[src/rtl/dahb_pkg.sv]
package dahb_pkg;
  localparam int unsigned BUS_W = 32;
  localparam int unsigned LANES = BUS_W / 8;

  localparam logic [1:0] SZ_BYTE = 2'b00;
  localparam logic [1:0] SZ_HALF = 2'b01;
  localparam logic [1:0] SZ_WORD = 2'b10;
  localparam logic [1:0] SZ_WIDE = 2'b11;

  localparam logic [1:0] TR_IDLE   = 2'b00;
  localparam logic [1:0] TR_NONSEQ = 2'b10;

  localparam logic [1:0] RS_OKAY  = 2'b00;
  localparam logic [1:0] RS_ERROR = 2'b01;
  localparam logic [1:0] RS_RETRY = 2'b10;
  localparam logic [1:0] RS_SPLIT = 2'b11;

  typedef enum logic [1:0] {
    ST_IDLE,
    ST_REQ,
    ST_ADDR,
    ST_DATA
  } bstate_t;
endpackage

[src/rtl/dahb_lanes.sv]
module dahb_lanes
  import dahb_pkg::*;
(
  input  logic [1:0]       size,
  input  logic [1:0]       offset,
  input  logic [BUS_W-1:0] low_wdata,
  output logic [BUS_W-1:0] bus_wdata,
  input  logic [BUS_W-1:0] bus_rdata,
  output logic [BUS_W-1:0] low_rdata
);
  // write side: lane 0 is the most significant byte (big-endian)
  for (genvar i = 0; i < LANES; i++) begin : g_wlane
    localparam int HI   = BUS_W - 1 - 8 * i;
    localparam bit EVEN = (i % 2) == 0;
    assign bus_wdata[HI -: 8] =
      (size == SZ_BYTE) ? low_wdata[7:0] :
      (size == SZ_HALF) ? (EVEN ? low_wdata[15:8] : low_wdata[7:0]) :
                          low_wdata[HI -: 8];
  end

  // read side: pick the addressed lane and zero-extend
  always_comb begin
    case (size)
      SZ_BYTE: low_rdata = {{(BUS_W-8){1'b0}},
                            bus_rdata[BUS_W - 1 - 8 * int'(offset) -: 8]};
      SZ_HALF: low_rdata = {{(BUS_W-16){1'b0}},
                            offset[1] ? bus_rdata[15:0] : bus_rdata[31:16]};
      default: low_rdata = bus_rdata;
    endcase
  end
endmodule

[src/rtl/dahb_ctrl.sv]
module dahb_ctrl
  import dahb_pkg::*;
#(
  parameter int unsigned ADDR_W = 32
) (
  input  logic              clk,
  input  logic              rst_n,
  input  logic              req_valid,
  output logic              req_ready,
  input  logic [ADDR_W-1:0] req_addr,
  input  logic              req_write,
  input  logic [1:0]        req_size,
  input  logic [BUS_W-1:0]  req_wdata,
  output logic              rsp_valid,
  output logic              rsp_error,
  output logic [BUS_W-1:0]  rsp_rdata,
  input  logic              hgrant,
  input  logic              hready,
  input  logic [1:0]        hresp,
  output logic              hbusreq,
  output logic [1:0]        htrans,
  output logic [ADDR_W-1:0] haddr,
  output logic              hwrite,
  output logic [2:0]        hsize,
  output logic [BUS_W-1:0]  hwdata,
  // lane steering hookup
  output logic [1:0]        lane_size,
  output logic [1:0]        lane_off,
  output logic [BUS_W-1:0]  lane_wlow,
  input  logic [BUS_W-1:0]  lane_wbus,
  input  logic [BUS_W-1:0]  lane_rlow
);
  bstate_t           st;
  logic [ADDR_W-1:0] q_addr;
  logic              q_write;
  logic [1:0]        q_size;
  logic [BUS_W-1:0]  q_wdata;

  assign lane_size = q_size;
  assign lane_off  = q_addr[1:0];
  assign lane_wlow = q_wdata;

  function automatic logic [2:0] size_code(input logic [1:0] s);
    return {1'b0, (s == SZ_WIDE) ? SZ_WORD : s};
  endfunction

  wire take     = req_valid && req_ready;
  wire own_next = hgrant && hready;
  wire reissue  = hresp == RS_RETRY || hresp == RS_SPLIT;

  always_ff @(posedge clk or negedge rst_n) begin
    if (!rst_n) begin
      st        <= ST_IDLE;
      q_addr    <= '0;
      q_write   <= 1'b0;
      q_size    <= SZ_BYTE;
      q_wdata   <= '0;
      req_ready <= 1'b1;
      rsp_valid <= 1'b0;
      rsp_error <= 1'b0;
      rsp_rdata <= '0;
      hbusreq   <= 1'b0;
      htrans    <= TR_IDLE;
      haddr     <= '0;
      hwrite    <= 1'b0;
      hsize     <= 3'b000;
      hwdata    <= '0;
    end else begin
      rsp_valid <= 1'b0;
      case (st)
        ST_IDLE: if (take) begin
          q_addr    <= req_addr;
          q_write   <= req_write;
          q_size    <= req_size;
          q_wdata   <= req_wdata;
          req_ready <= 1'b0;
          if (own_next) begin
            // parked on this master: issue at once
            htrans <= TR_NONSEQ;
            haddr  <= req_addr;
            hwrite <= req_write;
            hsize  <= size_code(req_size);
            st     <= ST_ADDR;
          end else begin
            hbusreq <= 1'b1;
            st      <= ST_REQ;
          end
        end
        ST_REQ: if (own_next) begin
          htrans <= TR_NONSEQ;
          haddr  <= q_addr;
          hwrite <= q_write;
          hsize  <= size_code(q_size);
          st     <= ST_ADDR;
        end
        ST_ADDR: if (hready) begin
          htrans  <= TR_IDLE;
          hbusreq <= 1'b0;
          hwdata  <= lane_wbus;
          st      <= ST_DATA;
        end
        ST_DATA: if (hready) begin
          if (reissue) begin
            hbusreq <= 1'b1;
            st      <= ST_REQ;
          end else begin
            rsp_valid <= 1'b1;
            rsp_error <= hresp == RS_ERROR;
            rsp_rdata <= q_write ? '0 : lane_rlow;
            req_ready <= 1'b1;
            st        <= ST_IDLE;
          end
        end
        default: st <= ST_IDLE;
      endcase
    end
  end
endmodule

[src/rtl/dma_ahb_master.sv]
module dma_ahb_master
  import dahb_pkg::*;
#(
  parameter int unsigned ADDR_W = 32
) (
  input  logic              clk,
  input  logic              rst_n,
  input  logic              req_valid,
  output logic              req_ready,
  input  logic [ADDR_W-1:0] req_addr,
  input  logic              req_write,
  input  logic [1:0]        req_size,
  input  logic [31:0]       req_wdata,
  output logic              rsp_valid,
  output logic              rsp_error,
  output logic [31:0]       rsp_rdata,
  input  logic              hgrant,
  input  logic              hready,
  input  logic [1:0]        hresp,
  input  logic [31:0]       hrdata,
  output logic              hbusreq,
  output logic              hlock,
  output logic [1:0]        htrans,
  output logic [ADDR_W-1:0] haddr,
  output logic              hwrite,
  output logic [2:0]        hsize,
  output logic [2:0]        hburst,
  output logic [3:0]        hprot,
  output logic [31:0]       hwdata
);
  logic [1:0]       l_size;
  logic [1:0]       l_off;
  logic [BUS_W-1:0] l_wlow;
  logic [BUS_W-1:0] l_wbus;
  logic [BUS_W-1:0] l_rlow;

  assign hlock  = 1'b0;
  assign hburst = 3'b000;
  assign hprot  = 4'b0000;

  dahb_ctrl #(.ADDR_W(ADDR_W)) u_ctrl (
    .clk       (clk),
    .rst_n     (rst_n),
    .req_valid (req_valid),
    .req_ready (req_ready),
    .req_addr  (req_addr),
    .req_write (req_write),
    .req_size  (req_size),
    .req_wdata (req_wdata),
    .rsp_valid (rsp_valid),
    .rsp_error (rsp_error),
    .rsp_rdata (rsp_rdata),
    .hgrant    (hgrant),
    .hready    (hready),
    .hresp     (hresp),
    .hbusreq   (hbusreq),
    .htrans    (htrans),
    .haddr     (haddr),
    .hwrite    (hwrite),
    .hsize     (hsize),
    .hwdata    (hwdata),
    .lane_size (l_size),
    .lane_off  (l_off),
    .lane_wlow (l_wlow),
    .lane_wbus (l_wbus),
    .lane_rlow (l_rlow)
  );

  dahb_lanes u_lanes (
    .size      (l_size),
    .offset    (l_off),
    .low_wdata (l_wlow),
    .bus_wdata (l_wbus),
    .bus_rdata (hrdata),
    .low_rdata (l_rlow)
  );
endmodule

[config.mk]
export PLATFORM = sky130hd
export DESIGN_NAME = dma_ahb_master
export DESIGN_NICKNAME = d
export VERILOG_FILES = /design/src/rtl/dahb_pkg.sv /design/src/rtl/dahb_lanes.sv /design/src/rtl/dahb_ctrl.sv /design/src/rtl/dma_ahb_master.sv
export SDC_FILE = /design/constraint.sdc
export NUM_CORES = 1
export LEC_CHECK = 0
export BUFFER_PORTS_ARGS = -buffer_cell sky130_fd_sc_hd__clkbuf_2
export CAP_MARGIN = 20
export CORE_MARGIN = 2
export CORE_UTILIZATION = 57
export CTS_CLUSTER_SIZE = 20
export DETAILED_ROUTE_END_ITERATION = 6
export PLACE_DENSITY_LB_ADDON = 0.25
export SLEW_MARGIN = 30
export SYNTH_ARGS = -nofsm -noshare
export SYNTH_HDL_FRONTEND = slang
export SYNTH_HIERARCHICAL = 1
export SYNTH_SLANG_ARGS = --single-unit
[constraint.sdc]
create_clock -name clk -period 2.5 [get_ports clk]
set_input_delay 0.375 -clock clk [delete_from_list [all_inputs] [get_ports clk]]
set_output_delay 0.375 -clock clk [all_outputs]
set_load 0.05 [all_outputs]
# After elaboration in Yosys (flattened, before gate mapping)
# Cells that the tools add are included.
# word_totals
ff_bits	175
input_bits	106
output_inout_bits	114
wordCells	98
# classes
n_addsub	1
eq_ne	17
shifts	1
n_mux	46
n_bitwise	1
n_reduce_logical	17
# ops
cell	n
$mux 32	4
$pmux 32 s2	2
$mux 8	5
$shiftx 39x33->8	1
$mux 2	10
$mux 16	1
$mux 1	15
$eq 2x2->1 const B	6
$reduce_and 4->1	3
$mux 3	3
$ne 2x1->1 const B	4
$ne 2x2->1 const B	4
$pmux 2 s4	1
$eq 2x1->1 const B	3
$pmux 2 s3	1
$pmux 3 s2	1
$reduce_and 3->1	2
$reduce_and 6->1	1
$reduce_bool 3->1	2
$sub 5x5->6 const A	1
$logic_not 2->1	2
$pmux 1 s2	2
$reduce_and 2->1	2
$reduce_bool 2->1	2
4 further kinds	5

# Longest topological paths before layout
# logic_depth
ltp_word	5
mapped_depth	8
depth_no_buf	6

# Modules after synthesis
# Netlist, hierarchy kept.
# modules_own_cells
module	instances	cells_per_inst	area_per_inst_um2	seq_area_each_um2
dahb_ctrl	1	553	7309.5	4330.4
dahb_lanes	1	123	923.4	0.0
dma_ahb_master	1	9	63.8	0.0

# Least setup slack after synthesis
# OpenSTA, ideal clock, no wires.
# synth_timing
kind	register to register
start	reg u_ctrl.st[1]
end	reg u_ctrl.st[0]
setup_time_ns	0.125
arrival_ns	1.575
required_time_ns	2.375
setup_slack_ns	0.800
path_stages_with_launch	7
path_buffers	0
synth_period_minus_slack_ns	1.700
cell_sequence	dfrtp_1 -> inv_1 -> ha_1 -> a21bo_2 -> o21ai_1 -> a21o_1 -> mux2_2
# synth_via
elab_chain_len	3
elab_cells_between_ends	10
classes_between	eq/ne (7); mux (1); reduce/logical (2)
# synth_lines
item	line_no	text
start: declaration	dahb_ctrl.sv:33	bstate_t st;
start signal: assignment	dahb_ctrl.sv:53	st <= ST_IDLE;
start signal: assignment	dahb_ctrl.sv:83	st <= ST_ADDR;
start signal: assignment	dahb_ctrl.sv:86	st <= ST_REQ;
$eq 2x1->1 (tied with other cells)	dahb_ctrl.sv:70	case (st)
$ne 2x1->1 (no source line) / $ne 2x2->1 (equally long branches)	-	
$reduce_and 4->1 (no source line)	-	
# Several ways; a longest one is shown, not always the timed one.
# A chain may end at the register's enable or synchronous reset.

# Worst setup path after layout
# layout_timing
start	reg u_ctrl.st[1]
end	reg u_ctrl.haddr[28]
# layout_via
elab_chain_len	3
elab_cells_between_ends	8
classes_between	eq/ne (4); mux (1); reduce/logical (3)
# layout_lines
item	line_no	text
$eq 2x1->1 / $logic_not 2->1 (equally long branches)	dahb_ctrl.sv:70	
$ne 2x1->1 (no source line) / $reduce_bool 2->1 (equally long branches)	-	
$reduce_and 4->1 (no source line)	-	
end signal: assignment	dahb_ctrl.sv:80	haddr <= req_addr;
end signal: assignment	dahb_ctrl.sv:91	haddr <= q_addr;
end: declaration	dahb_ctrl.sv:22	output logic [ADDR_W-1:0] haddr,
# Several ways; a longest one is shown, not always the timed one.

==> results.yml <==
floorplan:
  initial_core_util: 0.577
  core_um2: 14400
  io_pins: 220
  die_x_um: 125
  die_area_um2: 15500
  num_rows: 44
  fp.dieH_um: 125
sta:
  final_max_slew_viol_count: 0
  setup_viol: 0
  relSlewSlack: 0.422
  max_freq_mhz: 478
  fin_crit_sh: 0.836
  fin_tns_setup_ns: 0
  hold_viol_final: 0
  fin_crit_ns: 2.09
  rsz0062_at_grt: "false"
  fin_worst_skew_ns: 0.00980
  worstMarginPinSlew_ns: 0.867
logic_synthesis:
  syn_area_um2: 8300
  synth_edf_count: 0
  synth_area_leaders: "dfrtp_1 52%, mux2_2 13%, mux2i_1 6.2%, a21oi_2 3.7%, mux2_4 3.3%"
  yosys_warnings: 6
  synth_top_area_share: 0.519
  synth_seq_cells: 173
  yosysSeqAreaShare: 0.522
  synthArstFlopShare: 1.00
  synth_area_per_cell_um2: 12.1
  syn-instance-count: 685
  synth_ff_type: "dfrtp_1"
  yosysUniqueCellTypes: 40
  synth_area_leader_cell: "dfrtp_1"
cts:
  clockBufferDepth: 2
  cts_made_buffers: 17
  htree_num_levels: 4
  root_buffer: "clkbuf_16"
  clkTransAtPathRegs_ns: 0.06
  cts_resized: 0
  cts.sinks: 173
  clk_latency_ns: 0.42
  cts_tree: "done"
detailed_routing:
  num_vias: 5698
  dr.pass1.iters: 4
  wl_per_cell_um: 17.6
  totalWireLength_um: 18900
  ant_nets: 0
  initialDrtViolationCount: 306
  via_per_inst: 5.32
  drc: 0
hold_path:
  hold_class: "in2reg"
placement:
  placed_area_um2: 9360
  placedCellCount: 1038
  dp_hpwl_um: 13400
  port-buffer-count: 209
  gp_congestion: 0.864
flow_run:
  cap_violations: 0
cells_and_area:
  final_area_um2: 9910
  layout_common_cells: "208 x clkbuf_2, 171 x dfrtp_1, 97 x mux2_2, 52 x nand2_1, 51 x mux2i_1"
  final_nets: 985
  layout-drive-gt1-share: 0.470
  finalNonFillerCells: 1071
  areaGrowthSynthToFinish_pct: 19.5
  mostFrequentLayoutCell: "clkbuf_2"
  antenna_cells: 0
  nFillCells: 1066
critical_path:
  end_kind: "flip-flop"
  path_delay_family: "buffers and inverters"
  slowest_delay_ns: 0.45
  timing_worst_setup_path_type: "reg2reg"
  critPathSlowestCell: "dfrtp_1"
  crit_arrival_ns: 2.43
  r2r_slack_ns: 0.41
  worstPathRequired_ns: 2.84
  crit_chain: "inv_1, ha_1, nand3_4, a21oi_4, buf_12, nor2_1, a21oi_2"
  critPathBufInv: 2
  cp-start-kind: "flip-flop"
  cp_max_fo: 70
grt:
  grt_pass1_vias: 6191
  grt_pass1_wl_um: 31300
  grt_overflow: 0
  antenna_found_initial: 0
  grt_use_total: 0.251
  grt_max_degree: 71
power:
  leakage_nw: 5.02
  p_total_w: 0.00578
  power.density_nw_per_um2: 583
  irDropWorstVdd_mv: 0.424
run_status:
  status: "complete, no violations"
[cell type report]
class	count	area (um^2)	area share
clock buffers	26	479	0.0484
clock inverters	6	63.8	0.00644
inverters	6	22.5	0.00227
multi-input cells	450	3550	0.358
flip-flops and latches	173	4330	0.437
well taps	184	230	0.0232
repair buffers	226	1230	0.124
[cell usage after synthesis (2+ instances only)]
master	n
and2_1	16
a22o_1	8
ha_1	5
buf_4	25
inv_1	6
nand2b_1	35
o21ai_0	49
mux2_2	97
buf_6	10
clkbuf_1	8
a221o_2	8
nand2_1	53
mux2i_1	51
a21oi_2	35
buf_2	20
nor2_1	46
conb_1	2
dfrtp_1	172
mux2_4	18
[registers in the layout, indices dropped and copies added (netlist names)]
| signal | cells |
|---|---|
| u_ctrl/rsp_rdata | 32 |
| u_ctrl/q_addr | 32 |
| u_ctrl/hwdata | 32 |
| u_ctrl/q_write | 1 |
| u_ctrl/req_ready | 1 |
| u_ctrl/rsp_valid | 1 |
| u_ctrl/hwrite | 1 |
| u_ctrl/hsize | 2 |
| u_ctrl/st | 2 |
| u_ctrl/rsp_error | 1 |
| u_ctrl/lane_wlow | 32 |
| u_ctrl/lane_size | 2 |
| u_ctrl/haddr | 32 |
| u_ctrl/hbusreq | 1 |
| u_ctrl/htrans | 1 |
[metal layers]
layer / GRT usage / routed length [um] / vias to the layer above
li1: - / - / 2717
met1: 0.316 / 7990 / 2782
met2: 0.423 / 9380 / 158
met3: 0.0601 / 1020 / 41
met4: 0.0972 / 480 / 0
met5: 0 / 0 / -
[worst paths after layout]
| kind | from | endpoint | depth (start not counted) |
|---|---|---|---|
| hold reg to reg | u_ctrl/rsp_rdata[0] | u_ctrl/rsp_rdata[0] | 2 |
| min in group asynchronous | rst_n | u_ctrl/rsp_rdata[19] | 2 |
| max in group asynchronous | rst_n | u_ctrl/hwdata[16] | 3 |
| setup reg to reg | u_ctrl/st[1] | u_ctrl/haddr[28] | 7 |
| setup / recovery | u_ctrl/st[1] | u_ctrl/haddr[28] | 7 |
| hold / removal | hresp[0] | u_ctrl/rsp_error | 3 |
[kinds of logic after synthesis]
logic type | after synthesis | share of synthesized area
flip-flops | 173 | 0.522
multiplexers | 166 | 0.226
AND/OR/NAND/NOR | 154 | 0.0873
AO/OA/AOI/OAI | 115 | 0.101
buffers and inverters | 70 | 0.0552
adder cells (fa/ha/maj) | 5 | 0.00754
other | 2 | 0.000905
[through the flow]
| step | hold WS, ns | util | setup WS [ns] |
|---|---|---|---|
| after global routing | 0.160 | 0.690 | 0.287 |
| after detailed placement | 0.393 | 0.651 | 0.491 |
| after floorplan | 0.0794 | - | 0.800 |
| final | 0.172 | 0.690 | 0.409 |
| after CTS | 0.149 | 0.690 | 0.427 |
| after global placement | 0.378 | 0.651 | 0.619 |
[tightest hold or removal path, stage by stage]
cell and delay (ns):
clkbuf_2 0.07, nand2_1 0.04, nand2_1 0.06
[repair_timing]
action | CTS | global route
hold buffers | 1 | 0
setup buffers | 0 | 0
endpoints found under the hold margin | 52 | 0
[power breakdown]
group	internal [W]	switching, W
Combinational	0.000135	0.000313
Sequential	0.00283	0.0000182
Clock	0.00143	0.00106
Note: power is estimated with default switching activity, not from simulation.
